[config.mk]
export PLATFORM = sky130hd
export DESIGN_NAME = fir4t_transposed
export DESIGN_NICKNAME = d
export VERILOG_FILES = /design/src/rtl/fir4t_pkg.sv /design/src/rtl/fir4t_coef_rom.sv /design/src/rtl/fir4t_pe.sv /design/src/rtl/fir4t_stage_reg.sv /design/src/rtl/fir4t_transposed.sv
export SDC_FILE = /design/constraint.sdc
export NUM_CORES = 1
export LEC_CHECK = 0
export BUFFER_PORTS_ARGS = -buffer_cell sky130_fd_sc_hd__buf_2
export CORE_MARGIN = 2
export CORE_UTILIZATION = 50
export DETAILED_ROUTE_END_ITERATION = 16
export GPL_ROUTABILITY_DRIVEN = 0
export MAX_ROUTING_LAYER = met4
export PLACE_DENSITY = 0.66
export SLEW_MARGIN = 20
export SYNTH_ARGS = -nofsm -noshare
export SYNTH_HDL_FRONTEND = slang
export SYNTH_SLANG_ARGS = --single-unit
[constraint.sdc]
create_clock -name clk -period 4.9 [get_ports clk]
set_input_delay 0.98 -clock clk [delete_from_list [all_inputs] [get_ports clk]]
set_output_delay 0.98 -clock clk [all_outputs]
set_load 0.1 [all_outputs]
[src/rtl/fir4t_pkg.sv]
`timescale 1ns/1ps
package fir4t_pkg;
  localparam int COEF_W  = 5;
  localparam int NUM_TAP = 4;

  // Fixed weight table, indexed from the newest sample (0) to the oldest.
  function automatic logic [COEF_W-1:0] coef_at(input int idx);
    case (idx)
      0:       coef_at = 5'd2;
      1:       coef_at = 5'd31;
      2:       coef_at = 5'd17;
      3:       coef_at = 5'd9;
      default: coef_at = '0;
    endcase
  endfunction

  function automatic int coef_total(input int taps);
    int acc;
    acc = 0;
    for (int k = 0; k < taps; k++) acc += int'(coef_at(k));
    return acc;
  endfunction
endpackage

[src/rtl/fir4t_coef_rom.sv]
`timescale 1ns/1ps
module fir4t_coef_rom
  import fir4t_pkg::*;
#(
  parameter int NTAPS = NUM_TAP
) (
  output logic [COEF_W-1:0] coef [NTAPS]
);
  for (genvar g = 0; g < NTAPS; g++) begin : g_entry
    assign coef[g] = coef_at(g);
  end
endmodule

[src/rtl/fir4t_pe.sv]
`timescale 1ns/1ps
module fir4t_pe
  import fir4t_pkg::*;
#(
  parameter int IN_W  = 32,
  parameter int OUT_W = 39
) (
  input  logic [COEF_W-1:0] coef,
  input  logic [IN_W-1:0]   sample,
  input  logic [OUT_W-1:0]  carry_in,
  output logic [OUT_W-1:0]  sum
);
  // One multiply feeding one add: the only logic between two stage registers.
  function automatic logic [OUT_W-1:0] mac(
    input logic [COEF_W-1:0] w,
    input logic [IN_W-1:0]   x,
    input logic [OUT_W-1:0]  acc
  );
    logic [OUT_W-1:0] prod;
    prod = OUT_W'(w) * OUT_W'(x);
    return prod + acc;
  endfunction

  assign sum = mac(coef, sample, carry_in);
endmodule

[src/rtl/fir4t_stage_reg.sv]
`timescale 1ns/1ps
module fir4t_stage_reg #(
  parameter int W = 39
) (
  input  logic         clk,
  input  logic         rst,
  input  logic         en,
  input  logic [W-1:0] d,
  output logic [W-1:0] q
);
  always_ff @(posedge clk) begin
    if (rst)     q <= '0;
    else if (en) q <= d;
  end
endmodule

[src/rtl/fir4t_transposed.sv]
`timescale 1ns/1ps
module fir4t_transposed
  import fir4t_pkg::*;
#(
  parameter  int IN_W  = 32,
  parameter  int NTAPS = NUM_TAP,
  localparam int OUT_W = IN_W + COEF_W + $clog2(NTAPS)
) (
  input  logic             clk,
  input  logic             rst,
  input  logic             in_valid,
  input  logic [IN_W-1:0]  in_sample,
  output logic             out_valid,
  output logic [OUT_W-1:0] out_sample
);
  // Named event: a sample is taken into the filter this cycle.
  logic sample_accept;
  assign sample_accept = in_valid;

  logic [COEF_W-1:0] coef     [NTAPS];
  logic [OUT_W-1:0]  carry_in [NTAPS];
  logic [OUT_W-1:0]  stage_d  [NTAPS];
  logic [OUT_W-1:0]  stage_q  [NTAPS];
  logic              valid_q;

  fir4t_coef_rom #(.NTAPS(NTAPS)) u_rom (.coef(coef));

  // Stage g holds the partial sum that still lacks the g newest products.
  for (genvar g = 0; g < NTAPS; g++) begin : g_tap
    if (g == NTAPS - 1) begin : g_tail
      assign carry_in[g] = '0;
    end else begin : g_link
      assign carry_in[g] = stage_q[g+1];
    end

    fir4t_pe #(.IN_W(IN_W), .OUT_W(OUT_W)) u_pe (
      .coef    (coef[g]),
      .sample  (in_sample),
      .carry_in(carry_in[g]),
      .sum     (stage_d[g])
    );

    fir4t_stage_reg #(.W(OUT_W)) u_reg (
      .clk(clk),
      .rst(rst),
      .en (sample_accept),
      .d  (stage_d[g]),
      .q  (stage_q[g])
    );
  end

  always_ff @(posedge clk) begin
    if (rst) valid_q <= 1'b0;
    else     valid_q <= sample_accept;
  end

  assign out_valid  = valid_q;
  assign out_sample = stage_q[0];
endmodule

* After elaboration in Yosys (flattened, before gate mapping)
Index checks and enable logic that the tools add are counted.
** Operators by class
- $mul :: 3
- $add $sub $neg :: 3
** Operators by type and width (count)
- $mul A5 B32 Y37 const A :: 2
- $add A33 B39 Y39 :: 1
- $add A37 B39 Y39 :: 1
- $add A37 B37 Y38 :: 1
- $mul A4 B32 Y36 const A :: 1
** Word-level totals
- Input bits :: 35
- Flip-flop bits (word level) :: 155

* Depth between registers and ports, before layout
- Word-level depth :: 2
- Gate-level depth with buffers :: 18
- Mapped depth without buffers :: 17

* Hierarchy
From an unflattened synthesis, not the netlist that was laid out.
** Unflattened totals
- Cells, all modules :: 3281
- Area, all modules :: 29968.7 um2
** Modules (own cells, without submodules)
- fir4t_pe at g_tap[2].u_pe :: times used 1, area an instance 6364.9 um2, cells an instance 729
- fir4t_pe at g_tap[0].u_pe :: times used 1, area an instance 6227.2 um2, cells an instance 754
- fir4t_pe at g_tap[3].u_pe :: times used 1, area an instance 5901.9 um2, cells an instance 659
- fir4t_pe at g_tap[1].u_pe :: times used 1, area an instance 5679.2 um2, cells an instance 610
- fir4t_stage_reg :: times used 4, area an instance 1400.1 um2, cells an instance 126
- fir4t_coef_rom :: times used 1, area an instance 157.7 um2, cells an instance 22
- fir4t_transposed :: times used 1, area an instance 37.5 um2, cells an instance 3

* Least setup slack after synthesis
Ideal clock, no wire load.
- Path type :: input to register
- Start :: input port in_sample[2]
- End :: register g_tap[1].u_reg.q[27]
- Cell stages on the path :: 17
- Slack :: -0.229 ns
- Required time :: 4.778 ns
- Buffers on the path :: 0
- Data arrival time :: 5.007 ns
- Cells stage by stage :: inv_1 fa_1 inv_1 fa_1 inv_1 fa_1 inv_1 ha_1 a21oi_1 o21ai_2 o221a_4 o41a_1 a31o_4 a31oi_4 o21a_4 nor4_1 a311o_1
** On the way
- Cells in the longest elaborated chain, start to end :: 2
** Ends and longest elaborated chain
- start, declared :: RTL line fir4t_transposed.sv:12 : input logic [IN_W-1:0] in_sample,
- $mul A5 B32 Y37 :: RTL line fir4t_pe.sv:20 : prod = OUT_W'(w) * OUT_W'(x);
- $add A37 B39 Y39 :: RTL line fir4t_pe.sv:21 : return prod + acc;
- end signal, assigned :: RTL line fir4t_stage_reg.sv:12 : if (rst) q <= '0;
- end signal, assigned :: RTL line fir4t_stage_reg.sv:13 : else if (en) q <= d;
- end, declared :: RTL line fir4t_stage_reg.sv:9 : output logic [W-1:0] q
No other way between the ends.
A chain may end at the register's enable or synchronous reset.

* Worst setup path in the final report
- Start :: input port in_sample[4]
- End :: register g_tap[1].u_reg.q[37]
The elaborated chain is that of the path after synthesis.

==> results_dict.tcl <==
set metrics [dict create \
    switching_share_pct 49.3 \
    avgSynthCellArea_sq_um 8.35 \
    synth_top_family_by_area "adder cells" \
    outcome "finished clean" \
    cts.clk_slew.worst_paths_ns 0.07 \
    dpl.hpwl_mm 38.6 \
    grt_pass1_vias 16600 \
    synth_edf_count 0 \
    p_int_mw 7.29 \
    wl_per_cell_um 17.1 \
    p_seq_share_pct 12.2 \
    drc 0 \
    finalCritPeriodShare_pct 99.6 \
    dieArea_sq_um 38100 \
    muxShareOfSynthArea_pct 3.45 \
    fp.dieW_um 195 \
    grt_pass1_wl_mm 83.3 \
    slew_viol_final 0 \
    antennaDiodeCount 0 \
    final_nets 2862 \
    maxCapViolCount 0 \
    synth_simple_gate_area_share_pct 12.2 \
    max_slew_margin_pct 37.1 \
    grt_antenna_before_repair 0 \
    multi_input_area_sq_um 13600 \
    row_count 70 \
    cp_data_arrival_time_ns 5.21 \
    synth-compound-area-share_pct 18.5 \
    via_per_inst 5.54 \
    track_usage_pct 27.9 \
    htree_levels 4 \
    worst_pin_slew_ns 0.943 \
    slowest_stage "fa_1" \
    syn_nets 2625 \
    port_buffers 74 \
    crit_top_cell "fa_1" \
    pwr-share-comb_pct 78.5 \
    ys_seq_area_share_pct 16.8 \
    initial_utilization_pct 50.4 \
    synthToLayoutAreaGrowth_pct 17.2 \
    min_path_type "flop to flop" \
    grt_max_degree 80 \
    critPathMaxStageDelay_ns 0.55 \
    p_switching_mw 7.09 \
    ir_drop_mv 0.519 \
    finalWorstSetupSlack_ns 0.0220 \
    min_period_ns 4.88 \
    synthAdderAreaFrac_pct 33.9 \
    fmax_mhz 205 \
    place_inst 2864 \
    cts-buffers-inserted 17 \
    synthXorXnorAreaFrac_pct 4.60 \
    cts_max_path_buffers 2 \
    ff2ff_setup_slack_ns 0.47 \
    seqCellArea_sq_um 3060 \
    vias 16100 \
    totalWireLength_mm 49.8 \
    cts-root-buf "clkbuf_16" \
    setup_viol 0 \
    synth_async_sr_flop_share_pct 0 \
    ys_seq_elements 153 \
    grt_overflow 0 \
    crit_path_end_kind "flop" \
    clock_skew_ns 0.0100 \
    yosys_warnings 0 \
    cp_max_fo 5 \
    yosysUniqueCellTypes 89 \
    setup_tns_ns 0 \
    clk_latency_ns 0.45 \
    pin_count 75 \
    dr.pass1.iters 5 \
    instances_no_fill 2906 \
    dp_slack_ns -0.540 \
    ant_nets 0 \
    syn-cell-area_sq_um 18300 \
    critPathLaunchType "primary input" \
    p_leak_nw 11.0 \
    drt_iter0_markers 891 \
    ys.flop_type "dfxtp_1" \
    cts_tree "built" \
    rsz0062_at_grt "yes" \
    whs_ns 0.462 \
    path_cells "buf_4 -> buf_6 -> fa_1 -> fa_1 -> inv_2 -> fa_1 -> inv_2 -> ha_4 -> o211ai_1 -> o21ai_2 -> o221a_4 -> a211o_1 -> a311oi_4 -> o31ai_4 -> a41oi_4 -> nor4b_2 -> a211o_1" \
    die_y_um 195 \
    synth_cells 2188 \
    crit_type "primary input to flop" \
    cp.required_ns 5.24 \
    powerDensity_nw_per_um2 672 \
    fill_cells 3329 \
    pwr-share-clk_pct 9.4 \
    hold_viol 0 \
    clkSinkCount 153 \
    layout-drive-gt1-share_pct 16.2 \
    hold_buffers 0 \
    core_area_sq_um 36300 \
]
[synth_stat cells, types with 11 or more instances]
master | n | area (sq um)
a21o_1 | 60 | 450
xnor2_1 | 62 | 543
o21bai_1 | 24 | 180
ha_1 | 246 | 3080
o21a_1 | 16 | 120
nand4_1 | 29 | 181
nor2_1 | 170 | 638
nor3_1 | 22 | 110
nor2b_1 | 12 | 75.1
mux2i_1 | 63 | 631
nand2b_1 | 11 | 68.8
o21ai_0 | 72 | 360
nand3_1 | 37 | 185
xor2_1 | 34 | 298
inv_1 | 419 | 1570
a21oi_1 | 156 | 781
fa_1 | 156 | 3120
a31oi_1 | 24 | 150
a211oi_1 | 29 | 218
nand2_1 | 130 | 488
and3_1 | 23 | 144
o211ai_1 | 13 | 97.6
clkbuf_1 | 55 | 206
dfxtp_1 | 153 | 3060
[cell usage in the layout, fill, tap and decap left out, types with 6 or more instances in the layout]
cell / Yosys / layout
ha_1: 246 / 236
fa_1: 156 / 154
o211ai_1: 13 / 13
nand3_1: 37 / 37
ha_4: 0 / 9
a21o_1: 60 / 60
a211oi_1: 29 / 29
nand2_1: 130 / 130
a221o_1: 7 / 7
clkbuf_16: 0 / 17
nand4_1: 29 / 29
dfxtp_1: 153 / 153
nor2_1: 170 / 168
and3_1: 23 / 22
or3_1: 10 / 10
inv_1: 419 / 406
a311o_1: 6 / 6
a31oi_1: 24 / 21
o21bai_1: 24 / 23
a21oi_1: 156 / 152
xnor2_1: 62 / 62
a211o_1: 7 / 7
buf_4: 2 / 213
inv_2: 0 / 10
o21ai_0: 72 / 70
buf_2: 3 / 70
o21ai_1: 9 / 10
nor4_1: 7 / 6
o21a_1: 16 / 16
nor3_1: 22 / 21
mux2i_1: 63 / 63
nand2b_1: 11 / 11
xor2_1: 34 / 34
o22ai_1: 10 / 10
clkinvlp_4: 0 / 6
nor2b_1: 12 / 12
[final timing paths]
check,start,endpoint,depth (start not counted)
min,g_tap[0].u_reg.q[33],g_tap[0].u_reg.q[33],2
max reg2reg,g_tap[2].u_reg.q[4],g_tap[1].u_reg.q[37],15
max,in_sample[4],g_tap[1].u_reg.q[37],17
min reg2reg,g_tap[0].u_reg.q[33],g_tap[0].u_reg.q[33],2
[worst max-delay path, delay by kind of cell]
kind,cells,cell delay (ns)
AOI/OAI and AO/OA,8,2.02
adders and majority gates,4,1.79
buffers and inverters,4,0.33
and+or+nand+nor,1,0.08
[logic make-up (layout without fill, tap and decap cells)]
kind of cell / count (synthesis) / after routing
compound gates: 501 / 501
buf+inv: 491 / 741
simple gates: 482 / 482
fa+ha+maj: 402 / 402
flops: 153 / 153
xor+xnor: 96 / 96
mux: 63 / 63
[sequential cells by signal, summed over array words and instances, names as in the netlist]
signal / flops
g_tap.u_reg.q: 152
out_valid: 1
[metal layers]
layer	up-vias	GRT usage, %	part of all wire [%]
met5	-	-	0
met4	0	8.88	2.9
met3	85	2.61	3.9
met2	390	48.8	50
met1	7790	33.9	43
li1	7840	-	-
[through the flow]
step | util [%] | total power [mW] | area [sq um]
floorplan | - | 9.05 | 18400
global placement | 56.6 | 12.2 | 20500
detailed placement | 56.6 | 12.3 | 20500
CTS | 58.3 | 13.9 | 21100
global route | 59.0 | 15.7 | 21400
finish | 59.0 | 14.4 | 21400
[what timing repair did]
action,in CTS,in global routing
gates cloned,0,0
endpoints found under the setup margin,4,14
pin swaps,5,33
resized for setup,4,43
setup buffers,0,11
[power by group through the flow]
stage	Sequential [mW]	Clock [mW]	Combinational, mW
floorplan	2.23	0	6.82
global placement	1.77	0	10.4
detailed placement	1.77	0	10.6
CTS	1.75	1.37	10.7
global route	1.78	1.41	12.5
finish	1.75	1.35	11.3
[final cells by class]
type	count	area share, %
Clock buffer	18	2.05
Clock inverter	14	0.608
Inverter	420	7.42
Multi-Input combinational cell	1544	63.4
Sequential cell	153	14.3
Tap cell	468	2.73
Timing Repair Buffer	289	9.52
Note: power is estimated with default switching activity, not from simulation.
